File: src/rtl/cb_pkg.sv
package cb_pkg;
  localparam int unsigned OFS_COUNT  = 32'h8;
  localparam int unsigned OFS_STATUS = 32'hC;

  typedef enum logic [1:0] {
    SEL_NONE   = 2'd0,
    SEL_COUNT  = 2'd1,
    SEL_STATUS = 2'd2
  } reg_sel_e;
endpackage

File: src/rtl/cb_regif.sv
module cb_regif
  import cb_pkg::*;
#(
  parameter int ADDR_W = 12,
  parameter int REG_W  = 32,
  parameter int CNT_W  = 16
) (
  input  logic              clk,
  input  logic              rst,
  input  logic              reg_wr,
  input  logic              reg_rd,
  input  logic [ADDR_W-1:0] reg_addr,
  input  logic [REG_W-1:0]  reg_wdata,
  input  logic [CNT_W-1:0]  cur_remaining,
  input  logic              cur_done,
  output logic              load_go,
  output logic [CNT_W-1:0]  load_val,
  output logic              w1c_go,
  output logic [REG_W-1:0]  reg_rdata,
  output logic              reg_rvalid
);
  localparam logic [ADDR_W-1:0] A_COUNT  = ADDR_W'(OFS_COUNT);
  localparam logic [ADDR_W-1:0] A_STATUS = ADDR_W'(OFS_STATUS);

  reg_sel_e sel;

  always_comb begin
    if (reg_addr == A_COUNT)       sel = SEL_COUNT;
    else if (reg_addr == A_STATUS) sel = SEL_STATUS;
    else                           sel = SEL_NONE;
  end

  assign load_go  = reg_wr && (sel == SEL_COUNT);
  assign load_val = reg_wdata[CNT_W-1:0];
  assign w1c_go   = reg_wr && (sel == SEL_STATUS) && reg_wdata[0];

  generate
    if (CNT_W < REG_W) begin : g_hi_bits
      logic unused_hi;
      assign unused_hi = ^reg_wdata[REG_W-1:CNT_W];
    end
  endgenerate

  logic [REG_W-1:0] rd_mux;

  always_comb begin
    rd_mux = '0;
    case (sel)
      SEL_COUNT:  rd_mux[CNT_W-1:0] = cur_remaining;
      SEL_STATUS: rd_mux[0]         = cur_done;
      default:    rd_mux            = '0;
    endcase
  end

  always_ff @(posedge clk) begin
    if (rst) begin
      reg_rdata  <= '0;
      reg_rvalid <= 1'b0;
    end else begin
      reg_rvalid <= reg_rd;
      if (reg_rd) reg_rdata <= rd_mux;
    end
  end
endmodule

File: src/rtl/cb_pulse_engine.sv
module cb_pulse_engine #(
  parameter int CNT_W = 16
) (
  input  logic             clk,
  input  logic             rst,
  input  logic             load_go,
  input  logic [CNT_W-1:0] load_val,
  output logic             dclk_q,
  output logic             busy_q,
  output logic [CNT_W-1:0] remaining,
  output logic             last_step
);
  localparam logic [CNT_W-1:0] ONE = CNT_W'(1);

  logic phase_hi;

  always_ff @(posedge clk) begin
    if (rst) begin
      remaining <= '0;
      phase_hi  <= 1'b0;
      dclk_q    <= 1'b0;
      busy_q    <= 1'b0;
    end else if (load_go) begin
      remaining <= load_val;
      phase_hi  <= 1'b0;
      dclk_q    <= 1'b0;
      busy_q    <= (load_val != '0);
    end else if (busy_q) begin
      if (!phase_hi) begin
        dclk_q   <= 1'b1;
        phase_hi <= 1'b1;
      end else begin
        dclk_q    <= 1'b0;
        phase_hi  <= 1'b0;
        remaining <= remaining - ONE;
        if (remaining == ONE) busy_q <= 1'b0;
      end
    end
  end

  assign last_step = busy_q && phase_hi && (remaining == ONE);
endmodule

File: src/rtl/cb_done_flag.sv
module cb_done_flag #(
  parameter int CNT_W = 16
) (
  input  logic             clk,
  input  logic             rst,
  input  logic             load_go,
  input  logic [CNT_W-1:0] load_val,
  input  logic             last_step,
  input  logic             w1c_go,
  output logic             done_q
);
  always_ff @(posedge clk) begin
    if (rst) begin
      done_q <= 1'b0;
    end else if (load_go) begin
      done_q <= (load_val == '0);
    end else if (last_step) begin
      done_q <= 1'b1;
    end else if (w1c_go) begin
      done_q <= 1'b0;
    end
  end
endmodule

File: src/rtl/cfg_clk_burst.sv
module cfg_clk_burst #(
  parameter int ADDR_W = 12,
  parameter int REG_W  = 32,
  parameter int CNT_W  = 16
) (
  input  logic              clk,
  input  logic              rst,
  input  logic              reg_wr,
  input  logic              reg_rd,
  input  logic [ADDR_W-1:0] reg_addr,
  input  logic [REG_W-1:0]  reg_wdata,
  output logic [REG_W-1:0]  reg_rdata,
  output logic              reg_rvalid,
  output logic              dclk_out,
  output logic              burst_busy
);
  logic             load_go;
  logic [CNT_W-1:0] load_val;
  logic             w1c_go;
  logic [CNT_W-1:0] remaining;
  logic             last_step;
  logic             done_q;

  cb_regif #(.ADDR_W(ADDR_W), .REG_W(REG_W), .CNT_W(CNT_W)) u_regif (
    .clk          (clk),
    .rst          (rst),
    .reg_wr       (reg_wr),
    .reg_rd       (reg_rd),
    .reg_addr     (reg_addr),
    .reg_wdata    (reg_wdata),
    .cur_remaining(remaining),
    .cur_done     (done_q),
    .load_go      (load_go),
    .load_val     (load_val),
    .w1c_go       (w1c_go),
    .reg_rdata    (reg_rdata),
    .reg_rvalid   (reg_rvalid)
  );

  cb_pulse_engine #(.CNT_W(CNT_W)) u_engine (
    .clk      (clk),
    .rst      (rst),
    .load_go  (load_go),
    .load_val (load_val),
    .dclk_q   (dclk_out),
    .busy_q   (burst_busy),
    .remaining(remaining),
    .last_step(last_step)
  );

  cb_done_flag #(.CNT_W(CNT_W)) u_done (
    .clk      (clk),
    .rst      (rst),
    .load_go  (load_go),
    .load_val (load_val),
    .last_step(last_step),
    .w1c_go   (w1c_go),
    .done_q   (done_q)
  );
endmodule

File: config.mk
export PLATFORM = sky130hd
export DESIGN_NAME = cfg_clk_burst
export DESIGN_NICKNAME = d
export VERILOG_FILES = /design/src/rtl/cb_pkg.sv /design/src/rtl/cb_regif.sv /design/src/rtl/cb_pulse_engine.sv /design/src/rtl/cb_done_flag.sv /design/src/rtl/cfg_clk_burst.sv
export SDC_FILE = /design/constraint.sdc
export NUM_CORES = 1
export LEC_CHECK = 0
export BUFFER_PORTS_ARGS = -buffer_cell sky130_fd_sc_hd__buf_4
export CAP_MARGIN = 5
export CORE_ASPECT_RATIO = 0.75
export CORE_MARGIN = 2
export CORE_UTILIZATION = 42
export DETAILED_ROUTE_END_ITERATION = 8
export PLACE_DENSITY = 0.73
export SYNTH_ARGS = -nofsm -noshare
export SYNTH_HDL_FRONTEND = slang
export SYNTH_SLANG_ARGS = --single-unit
File: constraint.sdc
create_clock -name clk -period 2.9 [get_ports clk]
set_clock_uncertainty 0.1 [all_clocks]
set_input_delay 0.145 -clock clk [delete_from_list [all_inputs] [get_ports clk]]
set_output_delay 0.145 -clock clk [all_outputs]
set_load 0.01 [all_outputs]
; ---- Yosys cells after proc, flatten, opt, wreduce, memory -nomap -nowiden
; Cells that the tools add are included.
[word_totals]
regBits = 36
output_inout_bits = 35
[op_classes]
addsub = 1
eq_ne = 5
muxes = 15
reduce_logical = 12
[op_table]
columns = op, count
row1 = 16-bit 2-to-1 mux, 3
row2 = "12-bit by 4-bit equality test with 1-bit output, second input constant", 2
row3 = "16-bit by 1-bit equality test with 1-bit output, second input constant", 1
row4 = 16-bit zero test, 1
row5 = 16-bit nonzero test, 1
row6 = "16-bit by 1-bit subtractor with 16-bit output, second input constant", 1
row7 = 15-bit 2-to-1 mux, 1
row8 = 1-bit 2-to-1 mux, 8
row9 = 1-bit logical AND, 5
row10 = 2-bit 2-to-1 mux, 2
row11 = 2-bit nonzero test, 2
row12 = 3-bit nonzero test, 1
row13 = "2-bit by 1-bit equality test with 1-bit output, second input constant", 1
row14 = "2-bit equality test, second input constant", 1
row15 = 1-bit case mux with 2 select lines, 1
row16 = 2-bit AND reduction, 1
row17 = 2-bit OR reduction, 1

; ---- Depth between registers and ports, before layout
; Gate-level depths: netlist of the first run.
[logic_depth]
depth_word = 9
depth_mapped = 7
depth_no_buf = 7

; ---- Modules after synthesis
; A second synthesis of the first run with hierarchy kept.
[hier_totals]
hier_cells = 209
area_unflattened_um2 = 2011.9
[by_module_without_submodules]
columns = mod, n_inst, cells_each, area_each_um2
row1 = cb_pulse_engine, 1, 121, 1047.3
row2 = cb_regif, 1, 79, 864.6
row3 = cb_done_flag, 1, 9, 100.1

; ---- Least setup slack after synthesis of the first run
; OpenSTA, ideal clock, no wires.
[synth_timing]
path_kind = register to register
from = reg u_engine.remaining[7]
to = reg u_done.done_q
setup_time_ps = 74
t_arrival_ps = 1839
required_time_ps = 2726
path_slack_ps = 887
path_stages_with_launch = 5
n_path_buf = 0
period_less_slack_ps = 2013
path_cell_list = dfxtp_1 > or4_4 > or4_4 > or3_1 > a31oi_1
[synth_via]
elab_chain_len = 4
elab_cells_between_ends = 5
[synth_rtl]
columns = element, line
row1 = from (decl), cb_pulse_engine.sv:10  ; output logic [CNT_W-1:0] remaining,
row2 = from (signal assigned), cb_pulse_engine.sv:24  ; remaining <= load_val;
row3 = from (signal assigned), cb_pulse_engine.sv:35  ; remaining <= remaining - ONE;
row4 = 16-bit by 1-bit equality test with 1-bit output (*), cb_pulse_engine.sv:41  ; assign last_step = busy_q && phase_hi && (remaining == ONE);
row5 = 1-bit logical AND (*), cb_pulse_engine.sv:41
row6 = 1-bit 2-to-1 mux, cb_done_flag.sv:17  ; end else if (last_step) begin
row7 = 1-bit 2-to-1 mux, cb_done_flag.sv:15  ; end else if (load_go) begin
row8 = to (signal assigned), cb_done_flag.sv:16  ; done_q <= (load_val == '0);
row9 = to (decl), cb_done_flag.sv:10  ; output logic done_q
; Mark *: on every way between the ends. The rest lies on a longest branch, timed or not.
; A chain may end at the register's enable or synchronous reset.

; ---- Final worst setup path of the first run
[layout_timing]
from = reg u_engine.remaining[0]
to = reg u_engine.remaining[10]
[layout_via]
elab_chain_len = 4
[layout_rtl]
columns = element, line
row1 = 16-bit by 1-bit subtractor with 16-bit output, cb_pulse_engine.sv:35
row2 = 16-bit 2-to-1 mux, cb_pulse_engine.sv:29  ; if (!phase_hi) begin
row3 = 16-bit 2-to-1 mux, cb_pulse_engine.sv:28  ; end else if (busy_q) begin
row4 = 16-bit 2-to-1 mux, cb_pulse_engine.sv:23  ; end else if (load_go) begin
; Every way passes these cells. The select of a mux whose other input is x is not followed.

==> results of run 1 <==
layout make-up:
class | instances | share of cell area, %
clock buffer | 8 | 4.01
inverter | 3 | 0.502
multi-input combinational | 164 | 42.9
sequential | 36 | 32.1
tap | 55 | 3.07
timing repair buffer | 52 | 17.4
stage by stage:
stage / power, mW / setup WS (ns)
final: 0.917 / 0.726
after detailed placement: 0.571 / 0.681
after floorplan: 0.547 / 0.887
after global placement: 0.570 / 0.705
after global routing: 0.959 / 0.472
after CTS: 0.929 / 0.721
sequential cells by signal, summed over array words and instances, names as in the netlist:
register / flops
u_done.done_q: 1
u_engine.busy_q: 1
u_engine.dclk_q: 1
u_engine.remaining: 16
u_regif.reg_rdata: 16
u_regif.reg_rvalid: 1
cells in the final DEF (no fill, tap or decap), types with 5 or more instances in the layout:
master,n
buf_4,52
xnor2_1,14
conb_1,16
nand2_1,7
a211oi_1,14
nor2_1,36
clkbuf_8,6
dfxtp_1,36
nor4_1,8
nor2b_1,17
a21oi_1,17
nor3_1,5
layer usage:
layer	global-route usage [%]	vias up	part of all wire [%]
met3	5.21	5	5.8
li1	-	804	-
met5	0	-	0
met4	4.36	0	0.69
met2	26.7	41	43
met1	25.5	701	50
report_power, final:
part | leakage [nW] | switching (mW) | internal [mW] | total [mW]
combinational | 0.580 | 0.0340 | 0.0308 | 0.0648
clock | 0.0455 | 0.164 | 0.194 | 0.357
sequential | 0.290 | 0.000226 | 0.495 | 0.495
worst max-delay path: stages (launching register included):
cell and delay, ns:
dfxtp_1 0.35, inv_1 0.11, ha_1 0.15, nand3_1 0.13
or4b_1 0.62, nor4_1 0.26, xnor2_1 0.10, a211oi_1 0.25
cells by family after synthesis:
kind of cell,Yosys count
other cells,1
xor+xnor,16
flops,36
mux,2
buf+inv,29
simple gates,91
fa+ha+maj,2
compound gates,37
path summary, 6_finish.rpt:
path	from	to	slack, ns	depth (start not counted)
setup / recovery	u_engine.remaining[0]	u_engine.remaining[10]	0.73	7
hold / removal	reg_wdata[1]	u_engine.remaining[1]	0.02	3
setup reg to reg	u_engine.remaining[0]	u_engine.remaining[10]	0.73	7
hold reg to reg	u_done.done_q	u_done.done_q	0.39	2
==> results_dict.tcl, run 1 <==
set metrics [dict create \
    viasPerCell 4.88 \
    max_slew.worst_pin.slew_ns 0.579 \
    clk_pin_slew_ns 0.07 \
    drive_above_1_share_pct 24.0 \
    cts.sinks 36 \
    yosys_warnings 0 \
    grt_usage_pct 17.8 \
    fp-row-count 20 \
    antenna_found_initial 0 \
    n_fill_cell 393 \
    end_kind "flop" \
    netlist.area_leader.share_pct 39.6 \
    synthXorXnorAreaFrac_pct 7.71 \
    synth_fa_ha_area_share_pct 1.38 \
    cts_resized 0 \
    ys_seq_area_share_pct 39.6 \
    hpwlAfterDp_um 2960 \
    gp_congestion 0.837 \
    dpl_cell_area_sq_um 2150 \
    cts_tree "yes" \
    pwr_density_cell_nw_per_um2 409 \
    max_slew_margin_pct 61.4 \
    ant_nets 0 \
    final_cell_area_sq_um 2240 \
    ios 83 \
    cts-root-buf "clkbuf_8" \
    crit_fanout 4 \
    place_inst 310 \
    vias 1551 \
    max_freq_ghz 0.460 \
    layout.nets 312 \
    yosys.cell_types.count 36 \
    synth-simple-area-share_pct 26.4 \
    syn_to_final_growth_pct 23.5 \
    post-route-period-util_pct 75.0 \
    ys_ff_latch 36 \
    grt_pass1_vias 1381 \
    synthMuxAreaShare_pct 1.10 \
    cts_buffer_depth 2 \
    synth-edff-count 0 \
    post-cts-setup-buffer-count 0 \
    yosys.area.top_type "dfxtp_1" \
    routed_wirelength_um 4060 \
    synthTopCellsByArea "dfxtp_1 40%, nor2_1 7.4%, xnor2_1 6.7%" \
    setup_violations 0 \
    insertion_delay_ns 0.28 \
    dr.pass1.iters 4 \
    grt_pass1_wl_um 6570 \
    leakagePower_nw 0.916 \
    finalHoldViolations 0 \
    worstPathArrival_ns 2.26 \
    drt_iter0_drc 71 \
    core_sq_um 4100 \
    die_h_um 61.0 \
    cts_made_buffers 5 \
    ff_latch_area_sq_um 721 \
    maxCapViolations 0 \
    crit_path_start_kind "flop" \
    synth_commonest_cells "36 x dfxtp_1, 36 x nor2_1, 17 x a21oi_1, 17 x nor2b_1, 16 x buf_4" \
    multi_input_area_sq_um 963 \
    path_class "flop to flop" \
    synthArstFlopShare_pct 0 \
    synth_compound_area_share_pct 13.1 \
    grt_overflow_total 0 \
    final_cells 318 \
    hold_class "primary input to flop" \
    tns_ns 0 \
    required_ns 2.99 \
    die_x_um 80.0 \
    drc 0 \
    htreeDepth 2 \
    min_period_ns 2.17 \
    wl_per_cell_um 12.8 \
    hold_ws_ns 0.0235 \
    grt_setup_unrepaired "no" \
    syn_avg_cell_area_sq_um 8.50 \
    antenna_cells 0 \
    grt_max_degree 37 \
    io_buffers 50 \
    dieArea_sq_um 4880 \
    synth_top_family_by_area "simple AND/OR/NAND/NOR gates" \
    finalMaxSlewViolations 0 \
    synthFlopType "dfxtp_1" \
    start_util_pct 44.3 \
    cts_hold_buf 0 \
    netlist_instances 214 \
    status "finished, final reports clean" \
    vdd_drop_max_uv 245 \
    final_util_pct 54.7 \
    syn_area_sq_um 1820 \
]
Note: power is estimated with default switching activity, not from simulation.
==> run 2, diff against run 1 <==
--- a/config.mk
+++ b/config.mk
@@ -11,7 +11,7 @@
 export CORE_MARGIN = 2
 export CORE_UTILIZATION = 42
 export DETAILED_ROUTE_END_ITERATION = 8
-export PLACE_DENSITY = 0.73
+export PLACE_DENSITY = 0.76
 export SYNTH_ARGS = -nofsm -noshare
 export SYNTH_HDL_FRONTEND = slang
 export SYNTH_SLANG_ARGS = --single-unit
==> constraint.sdc (replaced) <==
create_clock -name clk -period 1.8 [get_ports clk]
set_clock_uncertainty 0.1 [all_clocks]
set_input_delay 0.09 -clock clk [delete_from_list [all_inputs] [get_ports clk]]
set_output_delay 0.09 -clock clk [all_outputs]
set_load 0.01 [all_outputs]
==> results_dict.tcl, run 2 (synthesis gave the netlist of run 1 again) <==
set metrics [dict create \
    status "finished with violations" \
    violations "hold timing, setup timing" \
    viasPerCell 4.91 \
    fp-row-count 20 \
    finalMaxSlewViolations 0 \
    max_freq_ghz 0.498 \
    finalHoldViolations 1 \
    drc 0 \
    ant_nets 0 \
    core_sq_um 4100 \
    fin_ws_ns -0.206 \
    dp_slack_ns -0.215 \
    crit_fanout 4 \
    reg_top3 "u_engine.remaining: 16 flops, u_regif.reg_rdata: 16 flops" \
    vias 1694 \
    vdd_drop_max_uv 363 \
    start_util_pct 44.3 \
    cts.sinks 36 \
    end_kind "flop" \
    dieArea_sq_um 4880 \
    grt_max_degree 37 \
    worstPathArrival_ns 2.09 \
    cts_made_buffers 5 \
    grt_usage_pct 19.7 \
    post-route-period-util_pct 111 \
    drt_iter0_drc 130 \
    final_util_pct 64.3 \
    grt_pass1_wl_um 7150 \
    dpl_cell_area_sq_um 2350 \
    die_x_um 80.0 \
    rr_worst_depth 8 \
    leakagePower_nw 1.08 \
    insertion_delay_ns 0.29 \
    gp_congestion 0.839 \
    hold_ws_ns -0.000175 \
    antenna_found_initial 0 \
    n_fill_cell 353 \
    pwr_density_cell_nw_per_um2 614 \
    multi_input_area_sq_um 1090 \
    final_cell_area_sq_um 2640 \
    htreeDepth 2 \
    grt_pass1_vias 1548 \
    hold_class "primary input to flop" \
    grt_setup_unrepaired "yes" \
    antenna_cells 0 \
    drive_above_1_share_pct 36.6 \
    grt_overflow_total 0 \
    mostFrequentLayoutCells "71 x buf_4, 35 x nor2_1, 32 x dfxtp_1" \
    min_period_ns 2.01 \
    clk_pin_slew_ns 0.07 \
    crit_path_start_kind "flop" \
    dr.pass1.iters 6 \
    layout.nets 339 \
    hpwlAfterDp_um 3230 \
    path_class "flop to flop" \
    setup_violations 7 \
    maxCapViolations 0 \
    routed_wirelength_um 4760 \
    required_ns 1.89 \
    cts_tree "yes" \
    ios 83 \
    io_buffers 50 \
    cts_buffer_depth 2 \
    wl_per_cell_um 13.8 \
    worstHoldPathCells 3 \
    final_common_cell "buf_4" \
    die_h_um 61.0 \
    syn_to_final_growth_pct 45.1 \
    cts-root-buf "clkbuf_8" \
    ff_latch_area_sq_um 726 \
]
run 2: cell count changes in the layout (fill, tap and decap cells not counted), sizes merged:
cell         change
buf             +23
bufinv           +1
clkbuf           -2
clkinv           +1
dlygate4sd3      +4
run 2: power by group:
group          switching [mW]  internal [mW]  total, mW
logic                  0.0585         0.0568      0.115
clock network           0.296          0.411      0.707
registers            0.000371          0.797      0.797
run 2: through the flow:
step	hold slack [ns]	instances	setup TNS (ns)	total power, mW
2_1_floorplan	0.130	229	-0.490	0.881
3_3_place_gp	0.264	331	-0.931	0.921
3_5_place_dp	0.272	331	-1.43	0.923
4_1_cts	0.000298	343	-0.566	1.62
5_1_grt	0.00434	345	-1.38	1.68
6_report	-0.000175	345	-0.777	1.62
run 2: critical path: stages (launching register included):
cell      delay (ns)
dfxtp_2         0.34
inv_2           0.07
ha_4            0.12
nand3_2         0.08
or4b_4          0.61
buf_6           0.16
nor2_4          0.09
xnor2_2         0.06
a211oi_1        0.27
run 2: area by class of cell:
| type | instances | share of cell area (%) |
|---|---|---|
| repair buffers | 79 | 24.1 |
| clock buffers | 6 | 2.75 |
| multi-input cells | 164 | 41.3 |
| flip-flops and latches | 36 | 27.5 |
| well taps | 55 | 2.61 |
| inverters | 3 | 0.427 |
| clock inverters | 2 | 1.33 |
run 2: worst paths after layout:
path	to	slack (ns)	startpoint
worst max-delay path	u_engine.remaining[8]	-0.21	u_engine.remaining[1]
worst min-delay path	u_engine.remaining[5]	-0.0002	reg_wdata[5]
worst max register to register	u_engine.remaining[8]	-0.21	u_engine.remaining[1]
worst min register to register	u_regif.reg_rdata[0]	0.41	u_regif.reg_rdata[0]
run 2: metal layers:
layer,global-route usage [%],vias up,routed length (um)
li1,-,854,-
met1,25.9,773,2140
met2,31.1,63,2240
met3,6.99,4,356
met4,5.81,0,27
met5,0,-,0
run 2: what timing repair did:
action | 4_1_cts | 5_1_grt
setup buffers | 0 | 3
hold endpoints to repair | 4 | 0
hold buffers | 4 | 0
endpoints found under the setup margin | 9 | 11
gates resized for setup | 8 | 17
pin swaps | 5 | 9
==> run 3, diff against run 2 <==
--- a/config.mk
+++ b/config.mk
@@ -11,7 +11,9 @@
 export CORE_MARGIN = 2
 export CORE_UTILIZATION = 42
 export DETAILED_ROUTE_END_ITERATION = 8
+export GPL_TIMING_DRIVEN = 0
 export PLACE_DENSITY = 0.76
+export SETUP_SLACK_MARGIN = 0.02
 export SYNTH_ARGS = -nofsm -noshare
 export SYNTH_HDL_FRONTEND = slang
 export SYNTH_SLANG_ARGS = --single-unit
==> results_dict.tcl, run 3 (synthesis gave the netlist of run 1 again) <==
set metrics [dict create \
    clk_pin_slew_ns 0.07 \
    gp_congestion 0.885 \
    worstHoldStart "reg_wdata[4]" \
    max_freq_ghz 0.483 \
    min_period_ns 2.07 \
    fp-row-count 20 \
    io_buffers 49 \
    max_slew_margin_pct 58.3 \
    n_fill_cell 341 \
    worstPathArrival_ns 2.19 \
    met3_length_um 303 \
    viasPerCell 5.05 \
    reg_top3 "u_engine.remaining: 16 flops, u_regif.reg_rdata: 16 flops" \
    regToRegStartpoint "u_engine.remaining[8]" \
    grt_max_degree 11 \
    pwr_density_cell_nw_per_um2 575 \
    end_kind "flop" \
    layout.nets 345 \
    cts_tree "yes" \
    cts.sinks 36 \
    antenna_cells 0 \
    drive_above_1_share_pct 41.2 \
    die_h_um 61.0 \
    rr_worst_depth 4 \
    path_class "flop to flop" \
    violations "setup timing" \
    grt_overflow_total 0 \
    tns_ns -1.55 \
    cts_made_buffers 5 \
    drc 0 \
    hold_ws_ns 0.00144 \
    required_ns 1.92 \
    core_sq_um 4100 \
    cts_buffer_depth 2 \
    hold_class "primary input to flop" \
    hpwlAfterDp_um 3360 \
    wl_met2_um 2310 \
    crit_fanout 4 \
    grt_usage_pct 20.2 \
    grt_setup_unrepaired "yes" \
    worstHoldPathCells 3 \
    grt_pass1_vias 1549 \
    dr.pass1.iters 4 \
    fin_ws_ns -0.270 \
    r2r_end "u_done.done_q" \
    pwr-share-comb_pct 9.7 \
    top_layer_used "met4" \
    grt_pass1_wl_um 7370 \
    post-route-period-util_pct 115 \
    setup_violations 8 \
    p_seq_share_pct 51.4 \
    ios 83 \
    syn_to_final_growth_pct 48.1 \
    vias 1772 \
    crit_path_start_kind "flop" \
    maxCapViolations 0 \
    insertion_delay_ns 0.30 \
    drt_iter0_drc 78 \
    wl_met1_um 2250 \
    holdPathEnd "u_engine.remaining[4]" \
    switchingPower_mw 0.358 \
    finalHoldViolations 0 \
    p_sw_share_pct 23.2 \
    finalMaxSlewViolations 0 \
    status "finished with violations" \
    final_common_cell "buf_4" \
    intPower_mw 1.19 \
    vdd_drop_max_uv 345 \
    ant_nets 0 \
    ff2ff_setup_slack_ns -0.27 \
    routed_wirelength_um 4920 \
    mostFrequentLayoutCells "71 x buf_4, 33 x nor2_1, 28 x dfxtp_1" \
    antenna_found_initial 0 \
    start_util_pct 44.3 \
    cts-root-buf "clkbuf_8" \
    max_slew.worst_pin.slew_ns 0.620 \
    dieArea_sq_um 4880 \
    wl_per_cell_um 14.0 \
    htreeDepth 2 \
    leakagePower_nw 1.11 \
    die_x_um 80.0 \
    p_clk_share_pct 38.9 \
]
-- run 3: stage by stage --
step | utilization, % | setup WS (ns) | cell area [sq um] | cells | total power [mW]
after floorplan | - | -0.178 | 1890 | 229 | 0.881
after global placement | 56.8 | -0.452 | 2330 | 333 | 0.950
after detailed placement | 56.8 | -0.437 | 2330 | 333 | 0.950
after CTS | 61.6 | -0.281 | 2530 | 346 | 1.54
after global routing | 65.6 | -0.377 | 2690 | 351 | 1.61
final | 65.6 | -0.270 | 2690 | 351 | 1.55
-- run 3: layer usage --
layer | vias up | track usage [%]
li1 | 868 | -
met1 | 839 | 28.6
met2 | 57 | 30.1
met3 | 8 | 6.10
met4 | 0 | 5.33
met5 | - | 0
-- run 3: worst max path at each step --
stage	startpoint	end	slack [ns]	cells after the start
after floorplan	u_engine.remaining[10]	u_done.done_q	-0.18	4
after global placement	reg_addr[5]	u_engine.remaining[10]	-0.45	7
after detailed placement	reg_addr[5]	u_engine.remaining[5]	-0.44	7
after CTS	u_engine.remaining[8]	u_done.done_q	-0.28	4
after global routing	u_engine.remaining[4]	u_engine.remaining[12]	-0.38	5
final	u_engine.remaining[8]	u_done.done_q	-0.27	4
-- run 3: final cells by class --
cell class	count	area (sq um)	area share, %
plain buffers	26	183	6.78
clock buffers	8	90.1	3.35
inverters	3	11.3	0.418
multi-input cells	164	1150	42.7
flip-flops and latches	36	733	27.2
well taps	55	68.8	2.56
repair buffers	59	457	17.0
-- run 3: worst max-delay path, stage by stage (launching register included) --
cell and delay [ns]:
dfxtp_4 0.34, or4_4 0.54, or4_4 0.47, or3_1 0.37
a31oi_1 0.17
-- run 3: power by group through the flow --
stage               combinational, mW  sequential (mW)  clock (mW)
floorplan                      0.0642            0.817           0
global placement                0.134            0.816           0
detailed placement              0.134            0.816           0
CTS                             0.141            0.796       0.605
global route                    0.161            0.795       0.657
finish                          0.150            0.796       0.603
-- run 3: repair_timing --
action,CTS,global route
setup endpoints to repair,26,25
endpoints found under the hold margin,8,1
gates resized for setup,15,29
hold buffers,3,1
pin swaps,6,12
buffers inserted,2,4
